$ cat src/rtl/spi_regport_pkg.sv
package spi_regport_pkg;
  typedef enum logic [1:0] {
    PH_CMD  = 2'd0,
    PH_ADDR = 2'd1,
    PH_DATA = 2'd2,
    PH_SKIP = 2'd3
  } phase_t;

  localparam logic [7:0] OP_READ  = 8'h03;
  localparam logic [7:0] OP_WRITE = 8'h02;
endpackage

$ cat src/rtl/spi_regport_sync.sv
module spi_regport_sync #(
  parameter int   STAGES  = 2,
  parameter logic RST_VAL = 1'b0
) (
  input  logic clk,
  input  logic rst,
  input  logic d,
  output logic q
);
  logic [STAGES-1:0] ff;

  always_ff @(posedge clk) begin
    if (rst) ff <= {STAGES{RST_VAL}};
    else     ff <= {ff[STAGES-2:0], d};
  end

  assign q = ff[STAGES-1];
endmodule

$ cat src/rtl/spi_regport_engine.sv
module spi_regport_engine
  import spi_regport_pkg::*;
#(
  parameter int ADDR_W = 7,
  parameter int DATA_W = 8
) (
  input  logic              clk,
  input  logic              rst,
  input  logic              sclk_s,
  input  logic              cs_n_s,
  input  logic              mosi_s,
  input  logic [DATA_W-1:0] reg_rdata,
  output logic [ADDR_W-1:0] reg_addr,
  output logic [DATA_W-1:0] reg_wdata,
  output logic              reg_we,
  output logic              reg_rd,
  output logic              miso
);
  localparam int CNT_W = $clog2(DATA_W);

  phase_t            phase;
  logic              is_read;
  logic              sclk_d;
  logic              rd_pend;
  logic [CNT_W-1:0]  bit_cnt;
  logic [DATA_W-1:0] rx_sh;
  logic [DATA_W-1:0] tx_sh;
  logic [ADDR_W-1:0] addr_q;

  logic              rise, fall, last_bit;
  logic [DATA_W-1:0] byte_in;
  logic [DATA_W-1:0] tx_src;

  assign rise     = sclk_s & ~sclk_d;
  assign fall     = ~sclk_s & sclk_d;
  assign last_bit = (bit_cnt == CNT_W'(DATA_W-1));
  assign byte_in  = {rx_sh[DATA_W-2:0], mosi_s};
  // Fresh read data bypasses the shifter when a falling edge coincides with it.
  assign tx_src   = rd_pend ? reg_rdata : tx_sh;

  always_ff @(posedge clk) begin
    if (rst) begin
      phase     <= PH_CMD;
      is_read   <= 1'b0;
      sclk_d    <= 1'b0;
      rd_pend   <= 1'b0;
      bit_cnt   <= '0;
      rx_sh     <= '0;
      tx_sh     <= '0;
      addr_q    <= '0;
      reg_addr  <= '0;
      reg_wdata <= '0;
      reg_we    <= 1'b0;
      reg_rd    <= 1'b0;
      miso      <= 1'b0;
    end else begin
      reg_we  <= 1'b0;
      reg_rd  <= 1'b0;
      sclk_d  <= sclk_s;
      rd_pend <= reg_rd;
      if (rd_pend) tx_sh <= reg_rdata;

      if (cs_n_s) begin
        phase   <= PH_CMD;
        bit_cnt <= '0;
        miso    <= 1'b0;
      end else begin
        if (rise) begin
          rx_sh   <= byte_in;
          bit_cnt <= last_bit ? '0 : bit_cnt + 1'b1;
          if (last_bit) begin
            case (phase)
              PH_CMD: begin
                if (byte_in == DATA_W'(OP_READ)) begin
                  is_read <= 1'b1;
                  phase   <= PH_ADDR;
                end else if (byte_in == DATA_W'(OP_WRITE)) begin
                  is_read <= 1'b0;
                  phase   <= PH_ADDR;
                end else begin
                  phase   <= PH_SKIP;
                end
              end
              PH_ADDR: begin
                addr_q <= byte_in[ADDR_W-1:0];
                phase  <= PH_DATA;
                if (is_read) begin
                  reg_rd   <= 1'b1;
                  reg_addr <= byte_in[ADDR_W-1:0];
                end
              end
              PH_DATA: begin
                addr_q <= addr_q + 1'b1;
                if (is_read) begin
                  reg_rd   <= 1'b1;
                  reg_addr <= addr_q + 1'b1;
                end else begin
                  reg_we    <= 1'b1;
                  reg_addr  <= addr_q;
                  reg_wdata <= byte_in;
                end
              end
              default: ;
            endcase
          end
        end
        if (fall) begin
          if (phase == PH_DATA && is_read) begin
            miso  <= tx_src[DATA_W-1];
            tx_sh <= {tx_src[DATA_W-2:0], 1'b0};
          end else begin
            miso  <= 1'b0;
          end
        end
      end
    end
  end

  AST_QUIET_DESELECTED: assert property (@(posedge clk) disable iff (rst)
    cs_n_s |=> (!reg_we && !reg_rd));
  AST_MISO_IDLE_LOW: assert property (@(posedge clk) disable iff (rst)
    cs_n_s |=> !miso);
  AST_RD_WE_EXCLUSIVE: assert property (@(posedge clk) disable iff (rst)
    !(reg_we && reg_rd));
  AST_ACCESS_AFTER_RISE: assert property (@(posedge clk) disable iff (rst)
    (reg_we || reg_rd) |-> $past(sclk_s && !sclk_d));
endmodule

$ cat src/rtl/spi_regport.sv
module spi_regport #(
  parameter int ADDR_W      = 7,
  parameter int DATA_W      = 8,
  parameter int SYNC_STAGES = 2,
  parameter int ENABLE_ADDR = 1,
  parameter int ENABLE_BIT  = 0
) (
  input  logic              clk,
  input  logic              rst,
  input  logic              spi_sclk,
  input  logic              spi_cs_n,
  input  logic              spi_mosi,
  output logic              spi_miso,
  output logic [ADDR_W-1:0] reg_addr,
  output logic [DATA_W-1:0] reg_wdata,
  output logic              reg_we,
  output logic              reg_rd,
  input  logic [DATA_W-1:0] reg_rdata,
  output logic              sw_enable
);
  localparam int         N_PINS  = 3;
  localparam logic [2:0] PIN_RST = 3'b010; // select idles high

  logic [N_PINS-1:0] pin_raw, pin_s;
  assign pin_raw = {spi_mosi, spi_cs_n, spi_sclk};

  for (genvar g = 0; g < N_PINS; g++) begin : g_sync
    spi_regport_sync #(.STAGES(SYNC_STAGES), .RST_VAL(PIN_RST[g])) u_sync (
      .clk(clk), .rst(rst), .d(pin_raw[g]), .q(pin_s[g])
    );
  end

  spi_regport_engine #(.ADDR_W(ADDR_W), .DATA_W(DATA_W)) u_engine (
    .clk(clk), .rst(rst),
    .sclk_s(pin_s[0]), .cs_n_s(pin_s[1]), .mosi_s(pin_s[2]),
    .reg_rdata(reg_rdata), .reg_addr(reg_addr), .reg_wdata(reg_wdata),
    .reg_we(reg_we), .reg_rd(reg_rd), .miso(spi_miso)
  );

  logic en_hit;
  assign en_hit = reg_we && (reg_addr == ADDR_W'(ENABLE_ADDR));

  always_ff @(posedge clk) begin
    if (rst)         sw_enable <= 1'b0;
    else if (en_hit) sw_enable <= reg_wdata[ENABLE_BIT];
  end

  AST_ENABLE_TAKES_WRITE: assert property (@(posedge clk) disable iff (rst)
    en_hit |=> (sw_enable == $past(reg_wdata[ENABLE_BIT])));
  AST_ENABLE_HOLDS: assert property (@(posedge clk) disable iff (rst)
    !en_hit |=> $stable(sw_enable));
endmodule

$ cat config.mk
export PLATFORM = sky130hd
export DESIGN_NAME = spi_regport
export DESIGN_NICKNAME = d
export VERILOG_FILES = /design/src/rtl/spi_regport_pkg.sv /design/src/rtl/spi_regport_sync.sv /design/src/rtl/spi_regport_engine.sv /design/src/rtl/spi_regport.sv
export SDC_FILE = /design/constraint.sdc
export NUM_CORES = 1
export LEC_CHECK = 0
export BUFFER_PORTS_ARGS = -buffer_cell sky130_fd_sc_hd__buf_2
export CORE_UTILIZATION = 56
export CTS_BUF_LIST = sky130_fd_sc_hd__clkbuf_8
export CTS_CLUSTER_DIAMETER = 40
export DETAILED_ROUTE_END_ITERATION = 16
export HOLD_SLACK_MARGIN = 0.02
export MAX_ROUTING_LAYER = met4
export PLACE_DENSITY = 0.78
export SKIP_CTS_REPAIR_TIMING = 1
export SLEW_MARGIN = 20
export SYNTH_ARGS = -nofsm -noshare
export SYNTH_HDL_FRONTEND = slang
export SYNTH_SLANG_ARGS = --single-unit
$ cat constraint.sdc
create_clock -name clk -period 3.33 [get_ports clk]
set_clock_uncertainty 0.15 [all_clocks]
set_input_delay 0.666 -clock clk [delete_from_list [all_inputs] [get_ports clk]]
set_output_delay 0.666 -clock clk [all_outputs]
set_load 0.05 [all_outputs]
==> flow_metrics.env, run 1 <==
export IMPL_syn_nets=297
export IMPL_chipHeight_um=69.1
export IMPL_min_delay_start="g_sync[1].u_sync.ff[0]"
export IMPL_cp_arrival_ns=2.62
export IMPL_coreArea_um2=4320
export IMPL_synth_edff_count=0
export IMPL_r2r_start="u_engine.phase[0]"
export IMPL_slew_violations=0
export IMPL_antenna_cells_inserted=0
export IMPL_final_layout_size_suffix_gt1_frac=0.200
export IMPL_synth_flop_cell="dfxtp_1"
export IMPL_ys_seq_elements=55
export IMPL_dp_hpwl_mm=3.31
export IMPL_ir_drop_v=0.000344
export IMPL_dr_pass1_iters=4
export IMPL_h_tree_depth=2
export IMPL_min_path_type="flip-flop to flip-flop"
export IMPL_dp_cells=344
export IMPL_nets=318
export IMPL_clockBufferDepth=2
export IMPL_cpPeakStageDelay_ns=0.81
export IMPL_reg2reg_to="u_engine.tx_sh[3]"
export IMPL_numCtsBuffers=5
export IMPL_nFillCells=372
export IMPL_initial_utilization=0.582
export IMPL_synth_distinct_cells=44
export IMPL_grt_overflow=0
export IMPL_yosysSeqAreaShare=0.437
export IMPL_rr_worst_depth=6
export IMPL_grt_pass1_wl_mm=8.38
export IMPL_grt_pass1_vias=1888
export IMPL_worstMarginPinSlew_ns=0.974
export IMPL_cts_root_buf="clkbuf_8"
export IMPL_end_kind="flip-flop"
export IMPL_placementRows=24
export IMPL_hold_violations=0
export IMPL_cts_num_sinks=55
export IMPL_io_pins=32
export IMPL_grt_max_degree=51
export IMPL_powerDensity_nw_per_um2=383
export IMPL_synth_area_top_cells="dfxtp_1 (44%), mux2i_1 (9.1%), nor2_1 (6.4%)"
export IMPL_cp_start_kind="flip-flop"
export IMPL_fin_crit_sh=0.785
export IMPL_status="complete, no violations"
export IMPL_required_ns=3.33
export IMPL_setup_tns_ns=0
export IMPL_cpMaxStageDelayCell="ha_1"
export IMPL_yosysTopAreaCell="dfxtp_1"
export IMPL_antenna_found_initial=0
export IMPL_routed_via_density=5.53
export IMPL_ys_async_sr_fraction=0
export IMPL_vias=1946
export IMPL_holdPathEnd="g_sync[1].u_sync.ff[1]"
export IMPL_insertion_delay_ns=0.31
export IMPL_avgSynthCellArea_um2=9.06
export IMPL_rrSetupSlack_ns=0.72
export IMPL_synth_area_um2=2520
export IMPL_yosysWarnings=0
export IMPL_place_gp_congestion=0.790
export IMPL_fin_util=0.634
export IMPL_ant_nets=0
export IMPL_crit_chain="inv_1 > ha_1 > nand2_1 > or3_1 > nor2_1 > nor3_1"
export IMPL_drt_wl_total_mm=4.81
export IMPL_max_cap_violations=0
export IMPL_die_width_um=69.1
export IMPL_syn_instance_count=278
export IMPL_rsz0062_at_grt="false"
export IMPL_min_path_cells=1
export IMPL_area_growth_pct=8.79
export IMPL_die_area_um2=4770
export IMPL_drtIter0Drc=115
export IMPL_port_buffers=31
export IMPL_tritoncts="yes"
export IMPL_synth_top_area_frac=0.437
export IMPL_leakagePower_uw=0.00108
export IMPL_cts_clk_slew_worst_paths_ns=0.09
export IMPL_track_usage=0.219
export IMPL_crit_fanout=32
export IMPL_drc=0
export IMPL_timing_max_slew_rel_slack=0.350
export IMPL_min_period_ns=2.61
export IMPL_path_class="flip-flop to flip-flop"
export IMPL_instances_no_fill=352
export IMPL_max_freq_mhz=383
export IMPL_setup_viol=0
export IMPL_wire_per_inst_um=13.7
area by class of cell:
type / instances / area, um^2 / share of cell area
repair buffers: 32 / 163 / 0.0594
inverters: 4 / 15.0 / 0.00548
clock buffers: 5 / 68.8 / 0.0251
flip-flops and latches: 55 / 1100 / 0.402
clock inverters: 3 / 20.0 / 0.00731
multi-input cells: 201 / 1310 / 0.477
well taps: 52 / 65.1 / 0.0237
Yosys cell counts, types with 5 or more instances:
master and count:
nand4_1 5, nor2b_1 11, ha_1 6, nor2_1 43, mux2i_1 23, nor3_1 8
o21ai_0 10, dfxtp_1 55, a21oi_1 19, nand2_1 15, clkbuf_1 9, nor3b_1 5
mux2_2 6
worst max path at each step:
stage                                   start                 end  slack [ns]  cells past startpoint
final                       u_engine.phase[0]   u_engine.tx_sh[3]        0.72                      6
after global routing        u_engine.phase[0]   u_engine.tx_sh[4]        0.47                      6
after CTS                   u_engine.phase[0]   u_engine.tx_sh[3]        0.78                      6
after detailed placement    u_engine.phase[0]   u_engine.tx_sh[3]        0.81                      6
after global placement      u_engine.phase[0]   u_engine.tx_sh[6]        0.91                      6
after floorplan           u_engine.bit_cnt[0]  u_engine.addr_q[5]        1.49                      8
critical path: cells and delay by family (launching register included):
family	cells	cell delay [ns]
DFF	1	0.32
buffers and inverters	1	0.10
adders and majority gates	1	0.81
and+or+nand+nor	4	1.07
per-layer routing:
layer	vias to the layer above	part of all wire	global-route usage
met4	0	0.010	0.0567
met3	4	0.040	0.0512
met1	904	0.48	0.274
li1	997	-	-
met2	41	0.47	0.358
met5	-	0	-
state kept, by name, indices dropped and copies added, names as in the netlist, 2 cells and up:
signal and count:
u_engine.reg_addr 7, u_engine.bit_cnt 3, u_engine.phase 2, u_engine.reg_wdata 8, u_engine.tx_sh 8, u_engine.rx_sh 7, u_engine.addr_q 7, g_sync.u_sync.ff 6
report_power, final:
group	switching [uW]	leakage, uW	internal (uW)
Combinational	14.4	0.000593	9.64
Sequential	3.11	0.000444	661
Clock	213	0.0000402	147
Total	231	0.00108	817
placed cells by master (no fill, tap or decap), drive strengths merged, types with 4 or more instances in the layout:
cell | Yosys | routed
dfxtp | 55 | 55
nor2 | 43 | 43
buf | 9 | 32
mux2i | 23 | 23
a21oi | 19 | 19
nand2 | 17 | 17
nor2b | 11 | 11
o21ai | 10 | 10
nor3 | 9 | 9
a211oi | 7 | 7
mux2 | 6 | 6
ha | 6 | 6
nor3b | 5 | 5
nand4 | 5 | 5
clkbuf | 9 | 5
inv | 4 | 4
nand3b | 4 | 4
and2 | 4 | 4
logic make-up (layout without fill, tap and decap cells):
| family | count (synthesis) | in the layout | share of synthesized area |
|---|---|---|---|
| AO/OA/AOI/OAI | 48 | 48 | 0.124 |
| flip-flops | 55 | 55 | 0.437 |
| multiplexers | 29 | 29 | 0.118 |
| adder cells (fa/ha/maj) | 6 | 6 | 0.0298 |
| AND/OR/NAND/NOR | 114 | 114 | 0.233 |
| buffers and inverters | 22 | 44 | 0.0437 |
| XOR/XNOR | 4 | 4 | 0.0139 |
per-stage QoR:
step                      area (um^2)  hold slack (ns)  setup WS (ns)  power, uW
final                            2740            0.278          0.718       1050
after global routing             2740            0.301          0.473       1090
after CTS                        2740            0.271          0.778       1060
after detailed placement         2650            0.247          0.813        704
after global placement           2650            0.243          0.906        703
after floorplan                  2520            0.239           1.49        693
No activity file was read; power rests on OpenSTA's default activity.
==> run 2, diff against run 1 <==
--- a/config.mk
+++ b/config.mk
@@ -6,7 +6,7 @@
 export NUM_CORES = 1
 export LEC_CHECK = 0
 export BUFFER_PORTS_ARGS = -buffer_cell sky130_fd_sc_hd__buf_2
-export CORE_UTILIZATION = 56
+export CORE_UTILIZATION = 54
 export CTS_BUF_LIST = sky130_fd_sc_hd__clkbuf_8
 export CTS_CLUSTER_DIAMETER = 40
 export DETAILED_ROUTE_END_ITERATION = 16
==> constraint.sdc (replaced) <==
create_clock -name clk -period 2.2 [get_ports clk]
set_clock_uncertainty 0.15 [all_clocks]
set_input_delay 0.44 -clock clk [delete_from_list [all_inputs] [get_ports clk]]
set_output_delay 0.44 -clock clk [all_outputs]
set_load 0.05 [all_outputs]
==> flow_metrics.env, run 2 (same netlist as run 1, synthesis figures left out) <==
export IMPL_worstMarginPinSlew_ns=0.488
export IMPL_crit_buf_inv=0
export IMPL_min_delay_start="spi_cs_n"
export IMPL_crit_fanout=11
export IMPL_insertion_delay_ns=0.31
export IMPL_routed_via_density=5.50
export IMPL_wire_per_inst_um=13.9
export IMPL_status="complete, no violations"
export IMPL_numCtsBuffers=5
export IMPL_combPwrFrac=0.025
export IMPL_initial_utilization=0.571
export IMPL_antenna_found_initial=0
export IMPL_cpMaxStageDelayCell="dfxtp_1"
export IMPL_reg2reg_to="u_engine.reg_addr[6]"
export IMPL_crit_family="simple AND/OR/NAND/NOR gates"
export IMPL_min_period_ns=1.99
export IMPL_drt_wl_total_mm=4.95
export IMPL_post_route_cell_area_um2=2790
export IMPL_hold_violations=0
export IMPL_setup_viol=0
export IMPL_final_common_cell="dfxtp_1"
export IMPL_rr_worst_depth=6
export IMPL_grt_max_degree=41
export IMPL_slew_violations=0
export IMPL_placementRows=24
export IMPL_dp_cells=349
export IMPL_io_pins=32
export IMPL_cp_arrival_ns=2.03
export IMPL_cpPeakStageDelay_ns=0.37
export IMPL_die_width_um=70.3
export IMPL_rrSetupSlack_ns=0.21
export IMPL_instances_no_fill=356
export IMPL_grt_overflow=0
export IMPL_port_buffers=31
export IMPL_layout_setup_ws_ns=0.209
export IMPL_vias=1959
export IMPL_ant_nets=0
export IMPL_clockBufferDepth=2
export IMPL_tritoncts="yes"
export IMPL_coreArea_um2=4410
export IMPL_track_usage=0.224
export IMPL_rsz0062_at_grt="false"
export IMPL_reg_top3="u_engine.reg_wdata x8, u_engine.tx_sh x8"
export IMPL_final_layout_size_suffix_gt1_frac=0.217
export IMPL_h_tree_depth=2
export IMPL_min_path_type="input pin to flip-flop"
export IMPL_drc=0
export IMPL_grt_pass1_wl_mm=8.57
export IMPL_end_kind="flip-flop"
export IMPL_r2r_start="u_engine.bit_cnt[0]"
export IMPL_place_ws_ns=0.173
export IMPL_setup_tns_ns=0
export IMPL_holdPathEnd="g_sync[1].u_sync.ff[0]"
export IMPL_die_area_um2=4940
export IMPL_min_path_cells=2
export IMPL_cts_num_sinks=55
export IMPL_fin_crit_sh=0.905
export IMPL_grt_pass1_vias=1875
export IMPL_cts_clk_slew_worst_paths_ns=0.09
export IMPL_area_growth_pct=10.8
export IMPL_antenna_cells_inserted=0
export IMPL_max_cap_violations=0
export IMPL_path_class="flip-flop to flip-flop"
export IMPL_required_ns=2.24
export IMPL_pwr_share_clk=0.348
export IMPL_crit_top_cell="ha_1"
export IMPL_powerDensity_nw_per_um2=575
export IMPL_crit_chain="ha_1 > ha_1 > and4bb_2 > nand2_2 > a211oi_1 > a221oi_2"
export IMPL_p_sw_frac=0.210
export IMPL_leakagePower_uw=0.00111
export IMPL_nets=323
export IMPL_dp_hpwl_mm=3.51
export IMPL_power_switching_uw=337
export IMPL_ir_drop_v=0.000538
export IMPL_final_cell_mix="dfxtp_1 (55), nor2_1 (43), buf_2 (31), mux2i_1 (23), a21oi_1 (19)"
export IMPL_cp_start_kind="flip-flop"
export IMPL_max_freq_mhz=502
export IMPL_drtIter0Drc=162
export IMPL_cp_startpoint="u_engine.bit_cnt[0]"
export IMPL_dpl_cell_area_um2=2700
export IMPL_p_seq_frac=0.627
export IMPL_cts_root_buf="clkbuf_8"
export IMPL_chipHeight_um=70.3
export IMPL_timing_max_slew_rel_slack=0.673
export IMPL_intPower_uw=1270
export IMPL_place_gp_congestion=0.834
export IMPL_dr_pass1_iters=4
## run 2: cell types whose count changed in the layout (fill, tap and decap cells not counted), sizes merged
cell / delta
buf: +5
clkinvlp: -2
clkbuf: +1
## run 2: per-layer routing
| layer | routed length, um | vias up | global-route usage |
|---|---|---|---|
| met5 | 0 | - | - |
| met3 | 199 | 7 | 0.0361 |
| met1 | 2390 | 899 | 0.294 |
| met4 | 74 | 0 | 0.100 |
| met2 | 2290 | 40 | 0.341 |
| li1 | - | 1013 | - |
## run 2: worst max path at each step
stage                     cells after the start  slack, ns                   end
after global routing                          6       0.05  u_engine.reg_addr[6]
after detailed placement                      6       0.17  u_engine.reg_addr[6]
after global placement                        6       0.24    u_engine.addr_q[5]
after floorplan                               8       0.36    u_engine.addr_q[5]
after CTS                                     6       0.15    u_engine.addr_q[5]
final                                         6       0.21  u_engine.reg_addr[6]
## run 2: layout make-up
type / instances / area, um^2
Fill cell: 388 / 1620
Multi-Input combinational cell: 201 / 1310
Sequential cell: 55 / 1100
Timing Repair Buffer: 37 / 213
Clock buffer: 6 / 82.6
Tap cell: 52 / 65.1
Inverter: 4 / 15.0
Clock inverter: 1 / 5.00
## run 2: per-stage QoR
step / total power (uW) / util / hold WS (ns)
2_1_floorplan: 1050 / - / 0.239
3_3_place_gp: 1070 / 0.612 / 0.241
3_5_place_dp: 1070 / 0.612 / 0.256
4_1_cts: 1620 / 0.632 / 0.155
5_1_grt: 1670 / 0.632 / 0.148
6_report: 1600 / 0.632 / 0.163
## run 2: worst reg2reg max path: stages, from the launching register on
cell      delay (ns)
dfxtp_1         0.37
ha_1            0.16
ha_1            0.24
and4bb_2        0.34
nand2_2         0.20
a211oi_1        0.33
a221oi_2        0.09
## run 2: power by group through the flow
stage	combinational (uW)	clock [uW]	sequential, uW
3_5_place_dp	40.8	0	1030
4_1_cts	41.0	573	1000
3_3_place_gp	40.5	0	1030
6_report	40.5	558	1000
2_1_floorplan	23.1	0	1030
5_1_grt	44.9	615	1010
==> run 3, diff against run 2 <==
--- a/config.mk
+++ b/config.mk
@@ -5,7 +5,8 @@
 export SDC_FILE = /design/constraint.sdc
 export NUM_CORES = 1
 export LEC_CHECK = 0
-export BUFFER_PORTS_ARGS = -buffer_cell sky130_fd_sc_hd__buf_2
+export BUFFER_PORTS_ARGS = -buffer_cell sky130_fd_sc_hd__clkbuf_2
+export CORE_MARGIN = 10
 export CORE_UTILIZATION = 54
 export CTS_BUF_LIST = sky130_fd_sc_hd__clkbuf_8
 export CTS_CLUSTER_DIAMETER = 40
@@ -13,7 +14,6 @@
 export HOLD_SLACK_MARGIN = 0.02
 export MAX_ROUTING_LAYER = met4
 export PLACE_DENSITY = 0.78
-export SKIP_CTS_REPAIR_TIMING = 1
 export SLEW_MARGIN = 20
 export SYNTH_ARGS = -nofsm -noshare
 export SYNTH_HDL_FRONTEND = slang
==> flow_metrics.env, run 3 (same netlist as run 1, synthesis figures left out) <==
export IMPL_instances_no_fill=358
export IMPL_h_tree_depth=2
export IMPL_dp_cells=350
export IMPL_io_pins=32
export IMPL_min_period_ns=2.04
export IMPL_required_ns=2.24
export IMPL_path_class="flip-flop to flip-flop"
export IMPL_coreArea_um2=4440
export IMPL_worstMarginPinSlew_ns=0.468
export IMPL_fin_crit_sh=0.929
export IMPL_chipHeight_um=88.3
export IMPL_max_cap_violations=0
export IMPL_dr_pass1_iters=4
export IMPL_multi_input_area_um2=1310
export IMPL_clockBufferDepth=2
export IMPL_setup_viol=0
export IMPL_max_freq_mhz=490
export IMPL_post_cts_buffers=0
export IMPL_port_buffers=31
export IMPL_fin_hold_ws_ns=0.158
export IMPL_cp_arrival_ns=2.08
export IMPL_hold_violations=0
export IMPL_dp_hpwl_mm=3.65
export IMPL_total_power_uw=1730
export IMPL_status="complete, no violations"
export IMPL_timing_max_slew_rel_slack=0.686
export IMPL_initial_utilization=0.567
export IMPL_drtIter0Drc=81
export IMPL_routed_via_density=5.48
export IMPL_final_common_cell="dfxtp_1"
export IMPL_regArea_um2=1100
export IMPL_insertion_delay_ns=0.31
export IMPL_grt_max_degree=26
export IMPL_nFillCells=397
export IMPL_place_gp_congestion=0.852
export IMPL_drt_wl_total_mm=5.06
export IMPL_crit_fanout=11
export IMPL_grt_pass1_vias=1965
export IMPL_powerDensity_nw_per_um2=613
export IMPL_ir_drop_v=0.000544
export IMPL_end_kind="flip-flop"
export IMPL_wire_per_inst_um=14.1
export IMPL_final_layout_size_suffix_gt1_frac=0.219
export IMPL_grt_pass1_wl_mm=8.71
export IMPL_tritoncts="yes"
export IMPL_cts_root_buf="clkbuf_8"
export IMPL_placementRows=24
export IMPL_leakagePower_uw=0.00111
export IMPL_numCtsBuffers=5
export IMPL_cts_clk_slew_worst_paths_ns=0.09
export IMPL_track_usage=0.142
export IMPL_cts_num_sinks=55
export IMPL_vias=1962
export IMPL_antenna_found_initial=0
export IMPL_rsz0062_at_grt="false"
export IMPL_slew_violations=0
export IMPL_cp_start_kind="flip-flop"
export IMPL_setup_tns_ns=0
export IMPL_final_cell_mix="dfxtp_1 (55), nor2_1 (43), clkbuf_2 (31), mux2i_1 (23), a21oi_1 (19)"
export IMPL_antenna_cells_inserted=0
export IMPL_drc=0
export IMPL_area_growth_pct=11.7
export IMPL_ant_nets=0
export IMPL_grt_overflow=0
export IMPL_reg_top3="u_engine.reg_wdata x8, u_engine.tx_sh x8"
export IMPL_die_width_um=88.3
export IMPL_min_path_type="input pin to flip-flop"
export IMPL_fin_util=0.633
export IMPL_nets=324
export IMPL_die_area_um2=7800
==> run 3: critical path, stage by stage, from the launching register on <==
cell and delay [ns]:
dfxtp_1 0.38, ha_1 0.18, ha_1 0.24, and4bb_1 0.35, nand2_2 0.21, a211oi_1 0.32
a221oi_2 0.08
==> run 3: metrics by stage <==
step | setup slack (ns) | area, um^2
finish | 0.157 | 2810
global route | 0.0300 | 2810
CTS | 0.104 | 2810
detailed placement | 0.116 | 2700
global placement | 0.241 | 2700
floorplan | 0.360 | 2520
==> run 3: report_power, final <==
group	switching (uW)	total (uW)	internal [uW]
clock network	336	682	345
logic	22.6	39.7	17.0
registers	4.36	1000	1000
==> run 3: worst paths after layout <==
check	slack, ns	from	to	cells after the start
setup / recovery	0.16	u_engine.bit_cnt[0]	u_engine.reg_addr[6]	6
hold / removal	0.16	spi_cs_n	g_sync[1].u_sync.ff[0]	2
setup reg to reg	0.16	u_engine.bit_cnt[0]	u_engine.reg_addr[6]	6
hold reg to reg	0.27	g_sync[1].u_sync.ff[0]	g_sync[1].u_sync.ff[1]	1
==> run 3: metal layers <==
layer,vias up,global-route usage,share of wire
met5,-,-,0
met4,0,0.0573,0.018
met3,12,0.0358,0.044
met2,34,0.230,0.47
met1,898,0.165,0.47
li1,1018,-,-
==> run 3: repair_timing <==
action,4_1_cts,5_1_grt
gates resized for setup,0,1
endpoints found under the setup margin,0,6
hold buffers,0,0
==> run 3: cell type report <==
cell class                 instances  area share
clock inverter                     3      0.0169
tap                               52      0.0231
sequential                        55       0.391
multi-input combinational        201       0.465
clock buffer                       5      0.0245
inverter                           4     0.00534
timing repair buffer              38      0.0738
